### src/rtl/sg_pkg.sv
package sg_pkg;
  localparam int MIN_DIV = 2;
  localparam int N_CLK   = 2;
endpackage

### src/rtl/sg_divider.sv
module sg_divider #(
  parameter int DIV_W = 6
) (
  input  logic             clk_i,
  input  logic             rst_ni,
  input  logic             load_i,
  input  logic [DIV_W-1:0] ratio_i,
  output logic [DIV_W-1:0] cnt_o,
  output logic [DIV_W-1:0] ratio_o,
  output logic             q_o
);
  localparam logic [DIV_W-1:0] MinR = DIV_W'(sg_pkg::MIN_DIV);

  logic [DIV_W-1:0] cnt_q, ratio_q, ratio_eff, ratio_new;

  assign ratio_new = (ratio_i < MinR) ? MinR : ratio_i;
  assign ratio_eff = load_i ? ratio_new : ratio_q;

  always_ff @(posedge clk_i or negedge rst_ni) begin
    if (!rst_ni) begin
      cnt_q   <= '0;
      ratio_q <= MinR;
    end else begin
      ratio_q <= ratio_eff;
      cnt_q   <= (cnt_q == ratio_eff - DIV_W'(1)) ? '0 : cnt_q + DIV_W'(1);
    end
  end

  assign cnt_o   = cnt_q;
  assign ratio_o = ratio_eff;
  assign q_o     = cnt_q < (ratio_eff >> 1);

  p_cnt_bound_r1: assert property (@(posedge clk_i) disable iff (!rst_ni)
    cnt_o < ratio_o);
  p_ratio_hold_r5: assert property (@(posedge clk_i) disable iff (!rst_ni)
    !load_i |=> $stable(ratio_q));
endmodule

### src/rtl/sg_window.sv
module sg_window #(
  parameter int DIV_W = 6
) (
  input  logic [DIV_W-1:0] cnt_a_i,
  input  logic [DIV_W-1:0] cnt_c_i,
  input  logic [DIV_W-1:0] ratio_a_i,
  input  logic [DIV_W-1:0] ratio_c_i,
  input  logic             alt_i,
  output logic             win_o,
  output logic             equal_o,
  output logic [DIV_W-1:0] fast_cnt_o
);
  logic             a_fast;
  logic [DIV_W-1:0] r_f, r_s, c_f, c_s;
  logic [DIV_W:0]   target;

  always_comb begin
    a_fast  = ratio_a_i < ratio_c_i;
    equal_o = ratio_a_i == ratio_c_i;
    r_f = a_fast ? ratio_a_i : ratio_c_i;
    r_s = a_fast ? ratio_c_i : ratio_a_i;
    c_f = a_fast ? cnt_a_i : cnt_c_i;
    c_s = a_fast ? cnt_c_i : cnt_a_i;
    // slow counter lags the shared edge by exactly what the fast one has left
    target = {1'b0, r_s} - {1'b0, r_f} + {1'b0, c_f};
    win_o  = equal_o ? alt_i : ({1'b0, c_s} == target);
  end

  assign fast_cnt_o = c_f;
endmodule

### src/rtl/coin_sync_gen.sv
module coin_sync_gen #(
  parameter int DIV_W = 6
) (
  input  logic             clk_i,
  input  logic             rst_ni,
  input  logic [DIV_W-1:0] div_a_i,
  input  logic [DIV_W-1:0] div_c_i,
  input  logic             sync_en_i,
  output logic             qa_o,
  output logic             qc_o,
  output logic             sync_no
);
  localparam int NC = sg_pkg::N_CLK;

  logic [DIV_W-1:0] ratio_in [NC];
  logic [DIV_W-1:0] cnt      [NC];
  logic [DIV_W-1:0] ratio    [NC];
  logic [NC-1:0]    q;
  logic             at_coin, alt_q, alt_eff, en_q, en_eff;
  logic             win, equal;
  logic [DIV_W-1:0] fast_cnt;

  assign ratio_in[0] = div_a_i;
  assign ratio_in[1] = div_c_i;
  assign at_coin = (cnt[0] == '0) && (cnt[1] == '0);

  for (genvar i = 0; i < NC; i++) begin : g_div
    sg_divider #(.DIV_W(DIV_W)) u_div (
      .clk_i  (clk_i),
      .rst_ni (rst_ni),
      .load_i (at_coin),
      .ratio_i(ratio_in[i]),
      .cnt_o  (cnt[i]),
      .ratio_o(ratio[i]),
      .q_o    (q[i])
    );
  end

  sg_window #(.DIV_W(DIV_W)) u_win (
    .cnt_a_i   (cnt[0]),
    .cnt_c_i   (cnt[1]),
    .ratio_a_i (ratio[0]),
    .ratio_c_i (ratio[1]),
    .alt_i     (alt_eff),
    .win_o     (win),
    .equal_o   (equal),
    .fast_cnt_o(fast_cnt)
  );

  // enable and alternation only move on a shared edge, never mid-pulse
  assign alt_eff = at_coin ? ~alt_q : alt_q;
  assign en_eff  = at_coin ? sync_en_i : en_q;

  always_ff @(posedge clk_i or negedge rst_ni) begin
    if (!rst_ni) begin
      alt_q <= 1'b1;
      en_q  <= 1'b0;
    end else begin
      alt_q <= alt_eff;
      en_q  <= en_eff;
    end
  end

  assign qa_o    = q[0];
  assign qc_o    = q[1];
  assign sync_no = ~(en_eff & win);

  p_rise_on_coin_r3: assert property (@(posedge clk_i) disable iff (!rst_ni)
    $rose(sync_no) |-> (at_coin && qa_o && qc_o));
  p_high_at_coin_r2: assert property (@(posedge clk_i) disable iff (!rst_ni)
    (at_coin && !equal) |-> sync_no);
  p_fall_fast_edge_r2: assert property (@(posedge clk_i) disable iff (!rst_ni)
    $fell(sync_no) |-> (fast_cnt == '0));
  p_frozen_high_r6: assert property (@(posedge clk_i) disable iff (!rst_ni)
    (!en_q && !at_coin) |-> sync_no);
  p_ratio_sampled_r5: assert property (@(posedge clk_i) disable iff (!rst_ni)
    !at_coin |=> $stable(ratio[0]) || at_coin);
endmodule

### config.mk
export PLATFORM = sky130hd
export DESIGN_NAME = coin_sync_gen
export DESIGN_NICKNAME = d
export VERILOG_FILES = /design/src/rtl/sg_pkg.sv /design/src/rtl/sg_divider.sv /design/src/rtl/sg_window.sv /design/src/rtl/coin_sync_gen.sv
export SDC_FILE = /design/constraint.sdc
export NUM_CORES = 1
export LEC_CHECK = 0
export ABC_CLOCK_PERIOD_IN_PS = 8800
export BUFFER_PORTS_ARGS = -buffer_cell sky130_fd_sc_hd__buf_2
export CAP_MARGIN = 30
export CELL_PAD_IN_SITES_DETAIL_PLACEMENT = 2
export CELL_PAD_IN_SITES_GLOBAL_PLACEMENT = 2
export CORE_MARGIN = 10
export CORE_UTILIZATION = 40
export CTS_BUF_LIST = sky130_fd_sc_hd__clkbuf_8
export DETAILED_ROUTE_END_ITERATION = 16
export PLACE_DENSITY = 0.95
export SLEW_MARGIN = 0
export SYNTH_ARGS = -nofsm -noshare
export SYNTH_HDL_FRONTEND = slang
export SYNTH_SLANG_ARGS = --single-unit
### constraint.sdc
create_clock -name clk_i -period 8.8 [get_ports clk_i]
set_clock_uncertainty 0.05 [all_clocks]
set_input_delay 1.76 -clock clk_i [delete_from_list [all_inputs] [get_ports clk_i]]
set_output_delay 1.76 -clock clk_i [all_outputs]
set_load 0.1 [all_outputs]
==> report_table.html <==
<table>
<tr><th>Metric</th><th>Value</th></tr>
<tr><th colspan="2">CTS</th></tr>
<tr><td>CTS H-tree depth</td><td>1</td></tr>
<tr><td>Clock-pin transition on the worst setup and hold timing paths</td><td>approximately 100 ps</td></tr>
<tr><td>Longest Clk Path Bufs</td><td>2</td></tr>
<tr><td>Buffer cell driving the clock tree root</td><td>sky130_fd_sc_hd__clkbuf_8</td></tr>
<tr><td>Cts bufs inserted</td><td>3</td></tr>
<tr><td>TritonCTS clock tree</td><td>done</td></tr>
<tr><td>Number of buffers added for setup after CTS</td><td>0</td></tr>
<tr><td># clock sinks</td><td>26</td></tr>
<tr><td>Source-to-sink clock delay at the later pin of the worst-skew pair</td><td>roughly 280 ps</td></tr>
<tr><th colspan="2">Setup path</th></tr>
<tr><td>Worst EP arrival</td><td>approximately 6600 ps</td></tr>
<tr><td>Worst setup EP type</td><td>output port</td></tr>
<tr><td>Classification of the worst setup path</td><td>in2out</td></tr>
<tr><td>Crit-path cells</td><td>buf_2, or3_1, o21bai_1, mux2i_2, ha_1, nor2b_1, o21ai_1, and2_1, buf_4, nand2_1, nand2_1, ha_1, ha_1, nor2b_1, o21ai_0, a21oi_1, o21ai_0, nand2b_1, xnor2_1, a31oi_2, buf_2</td></tr>
<tr><td>Launching element type of the critical path</td><td>input port</td></tr>
<tr><td>Slowest library cell on the worst path</td><td>sky130_fd_sc_hd__buf_2</td></tr>
<tr><td>Delay of the slowest cell on the worst path</td><td>around 450 ps</td></tr>
<tr><td>Peak fanout along the critical path</td><td>13</td></tr>
<tr><td>Crit path top cell by count</td><td>sky130_fd_sc_hd__ha_1</td></tr>
<tr><td>CP Data Required Time</td><td>between 6000 and 7000 ps</td></tr>
<tr><th colspan="2">Logic synthesis</th></tr>
<tr><td>Number of instances in the synthesized netlist</td><td>297</td></tr>
<tr><td>Number of enable-type register cells in the synthesized netlist</td><td>0</td></tr>
<tr><td>Adder and majority cell fraction of the synthesized area</td><td>around 16%</td></tr>
<tr><td>Synthesized net count</td><td>about 350</td></tr>
<tr><td>Number of different library cells in the post-synthesis netlist</td><td>60</td></tr>
<tr><td>Warning count from the yosys run</td><td>0</td></tr>
<tr><td>Sequential share of the synthesized area</td><td>about a quarter</td></tr>
<tr><td>Synth Cell Area</td><td>about 0.0027 mm^2</td></tr>
<tr><td>Post-synthesis register bit count</td><td>26</td></tr>
<tr><td>Synthesized area per cell</td><td>approximately 9.1 um^2</td></tr>
<tr><td>Area fraction in compound gates after synthesis</td><td>between 10% and 20%</td></tr>
<tr><td>Largest family of logic cells by synthesized area</td><td>simple AND/OR/NAND/NOR gates</td></tr>
<tr><td>Async SR Flop Fraction</td><td>100%</td></tr>
<tr><td>Multiplexer area fraction after synthesis</td><td>roughly 8.8%</td></tr>
<tr><td>Simple-gate portion of the synthesized area</td><td>~20%</td></tr>
<tr><td>XOR/XNOR share of the synthesized area</td><td>between 10% and 20%</td></tr>
<tr><td>Ys flop type</td><td>sky130_fd_sc_hd__dfrtp_1</td></tr>
<tr><th colspan="2">Die</th></tr>
<tr><td>Site row count</td><td>29</td></tr>
<tr><td>Core box area</td><td>around 0.0065 mm^2</td></tr>
<tr><td>Die Ht</td><td>between 100 and 150 um</td></tr>
<tr><td># IOs</td><td>18</td></tr>
<tr><td>Die span in x</td><td>~100 um</td></tr>
<tr><td>Die outline area</td><td>0.0104 mm^2</td></tr>
<tr><td>Initial Utilization</td><td>between 40% and 50%</td></tr>
<tr><th colspan="2">Cells and area</th></tr>
<tr><td>Synthesis-to-finish area growth</td><td>7.44%</td></tr>
<tr><td># diodes</td><td>0</td></tr>
<tr><td>Number of nets in the final layout</td><td>roughly 360</td></tr>
<tr><td>Multi-input combinational cell area</td><td>between 0.0015 and 0.002 mm^2</td></tr>
<tr><td>Ratio of cells with drive above 1 in the final layout</td><td>approximately 18%</td></tr>
<tr><td>Number of inserted filler cells in the final layout</td><td>about 710</td></tr>
<tr><td>Fin cells</td><td>386</td></tr>
<tr><td>Storage cell area</td><td>between 600 and 700 um^2</td></tr>
<tr><th colspan="2">Global route</th></tr>
<tr><td>Overall track demand over capacity in global routing</td><td>between 10% and 20%</td></tr>
<tr><td>Largest net degree at the start of global routing</td><td>27</td></tr>
<tr><td>Number of antenna violations at the first check in global routing</td><td>0</td></tr>
<tr><td>Leftover overflow at the end of global routing</td><td>0</td></tr>
<tr><td>Via count of the first global-routing pass</td><td>approximately 2700</td></tr>
<tr><td>Wire length of the first global-routing pass</td><td>15400 um</td></tr>
<tr><th colspan="2">Placement</th></tr>
<tr><td>Placer Congestion</td><td>0.935</td></tr>
<tr><td>Worst setup slack after placement</td><td>between 100 and 150 ps</td></tr>
<tr><td>HPWL after detailed placement</td><td>7570 um</td></tr>
<tr><td>Buffers on Ports</td><td>17</td></tr>
<tr><td>Number of cells after detailed placement</td><td>approximately 380</td></tr>
<tr><th colspan="2">STA</th></tr>
<tr><td>Tightest Pin Transition</td><td>660 ps</td></tr>
<tr><td>Hold violation count in the final report</td><td>0</td></tr>
<tr><td>Relative slew margins</td><td>around 56%</td></tr>
<tr><td>Max Freq</td><td>~0.12 GHz</td></tr>
<tr><td>Final critical-path share of the clock period</td><td>between 90% and 100%</td></tr>
<tr><td>Worst hold slack</td><td>around 450 ps</td></tr>
<tr><td>Max Transition Viols Final</td><td>0</td></tr>
<tr><td>Clock period minus final worst setup slack</td><td>~8400 ps</td></tr>
<tr><td>Final worst-path setup slack</td><td>between 300 and 400 ps</td></tr>
<tr><td>Setup-failing EPs final</td><td>0</td></tr>
<tr><td>Setup repair after global routing missed its margin</td><td>no</td></tr>
<tr><td>Total negative slack</td><td>0 ps</td></tr>
<tr><th colspan="2">Route</th></tr>
<tr><td>Detailed-routing iteration count for the pre-antenna-repair pass</td><td>4</td></tr>
<tr><td>DR iter-0 viols</td><td>83</td></tr>
<tr><td>DRC violation count after routing</td><td>0</td></tr>
<tr><td>Total Routed Length</td><td>around 9500 um</td></tr>
<tr><td>Avg WL per Cell</td><td>24.6 um</td></tr>
<tr><td>Detailed-route vias per instance</td><td>6.12</td></tr>
<tr><td>Routed via count</td><td>~2400</td></tr>
<tr><td>Antenna viol nets, final</td><td>0</td></tr>
<tr><th colspan="2">Min path</th></tr>
<tr><td>Classification of the worst-slack hold path</td><td>reg2reg</td></tr>
<tr><th colspan="2">Run status</th></tr>
<tr><td>Result of the run</td><td>finished, final reports clean</td></tr>
<tr><th colspan="2">Run</th></tr>
<tr><td>Count of maximum capacitance violations</td><td>0</td></tr>
</table>
-- cells in the mapped netlist (3+ instances only) --
cell,instances,area share [%]
sky130_fd_sc_hd__a311o_1,4,1.5
sky130_fd_sc_hd__nand2_1,25,3.5
sky130_fd_sc_hd__mux2i_2,3,1.5
sky130_fd_sc_hd__inv_1,28,3.9
sky130_fd_sc_hd__mux2i_1,8,3.0
sky130_fd_sc_hd__nand3_1,9,1.7
sky130_fd_sc_hd__clkbuf_1,3,0.42
sky130_fd_sc_hd__and3_1,3,0.70
sky130_fd_sc_hd__a21oi_1,16,3.0
sky130_fd_sc_hd__ha_1,32,15
sky130_fd_sc_hd__nor4_1,3,0.70
sky130_fd_sc_hd__xor2_1,9,2.9
sky130_fd_sc_hd__or3_1,5,1.2
sky130_fd_sc_hd__nor2b_1,3,0.70
sky130_fd_sc_hd__mux2_2,5,2.1
sky130_fd_sc_hd__buf_2,3,0.56
sky130_fd_sc_hd__nor2_2,4,0.93
sky130_fd_sc_hd__xnor2_1,22,7.2
sky130_fd_sc_hd__o21ai_0,10,1.9
sky130_fd_sc_hd__nor3_1,17,3.2
sky130_fd_sc_hd__dfrtp_1,23,21
sky130_fd_sc_hd__dfstp_2,3,2.9
sky130_fd_sc_hd__nor2_1,11,1.5
-- worst max-delay path, delay by kind of cell --
| kind | cells | cell delay [ps] |
|---|---|---|
| buffers and inverters | 3 | 850 |
| AOI/OAI and AO/OA | 6 | 1350 |
| and+or+nand+nor | 7 | 1320 |
| adders and majority gates | 3 | 990 |
| xor gates and xnor gates | 1 | 160 |
| muxes | 1 | 180 |
-- state kept, by name, summed over array words and instances, names as in the netlist --
register,flops
g_div.u_div.ratio_q,12
alt_q,1
en_q,1
g_div.u_div.cnt_o,12
-- cell families (layout without fill, tap and decap cells) --
family | Yosys count | in the layout
xor+xnor | 31 | 31
compound gates | 53 | 53
simple gates | 93 | 93
mux | 19 | 19
flops | 26 | 26
fa+ha+maj | 33 | 33
buf+inv | 42 | 54
-- worst paths after layout --
path,from,endpoint,slack (ps),cells after the start
hold reg to reg,alt_q,alt_q,450,1
min in group asynchronous,rst_ni,g_div[0].u_div.cnt_o[4],1440,1
setup / recovery,div_c_i[5],sync_no,380,21
max in group asynchronous,rst_ni,g_div[1].u_div.ratio_q[0],6830,1
setup reg to reg,g_div[0].u_div.cnt_o[0],g_div[0].u_div.cnt_o[3],5000,12
hold / removal,alt_q,alt_q,450,1
-- metal layers --
metal	vias to the layer above	global-route usage, %	wire [um]
met1	1202	21.6	3820
met2	66	34.8	4960
li1	1068	-	-
met3	28	1.62	340
met4	0	9.54	390
met5	-	0	0
-- cells in the final DEF, fill, tap and decap left out, drive strengths merged, types with 3 or more instances in the layout --
cell type  count
a21oi         16
a311o          4
and3           3
buf           21
clkbuf         4
dfrtp         23
dfstp          3
ha            32
inv           29
mux2           6
mux2i         13
nand2         25
nand3         10
nor2          15
nor2b          4
nor3          17
nor4           5
o21ai         11
or3            5
xnor2         22
xor2           9
-- area by class of cell --
cell class / count / area share (%)
tap: 77 / 3.33
clock buffer: 4 / 1.90
multi-input combinational: 229 / 64.4
sequential: 26 / 22.6
timing repair buffer: 21 / 3.98
inverter: 29 / 3.77
-- repair_timing --
item | in CTS | in global routing
setup endpoints to repair | 0 | 1
gates resized for setup | 0 | 3
hold buffers | 0 | 0
-- through the flow --
step / cell area (um^2) / utilization, %
floorplan: 2700 / -
global placement: 2820 / 43.7
detailed placement: 2820 / 43.7
CTS: 2880 / 44.5
global route: 2890 / 44.8
finish: 2890 / 44.8
Power is not shown: default switching activity piles up to over one toggle a cycle in this logic, so the estimate is an artifact.
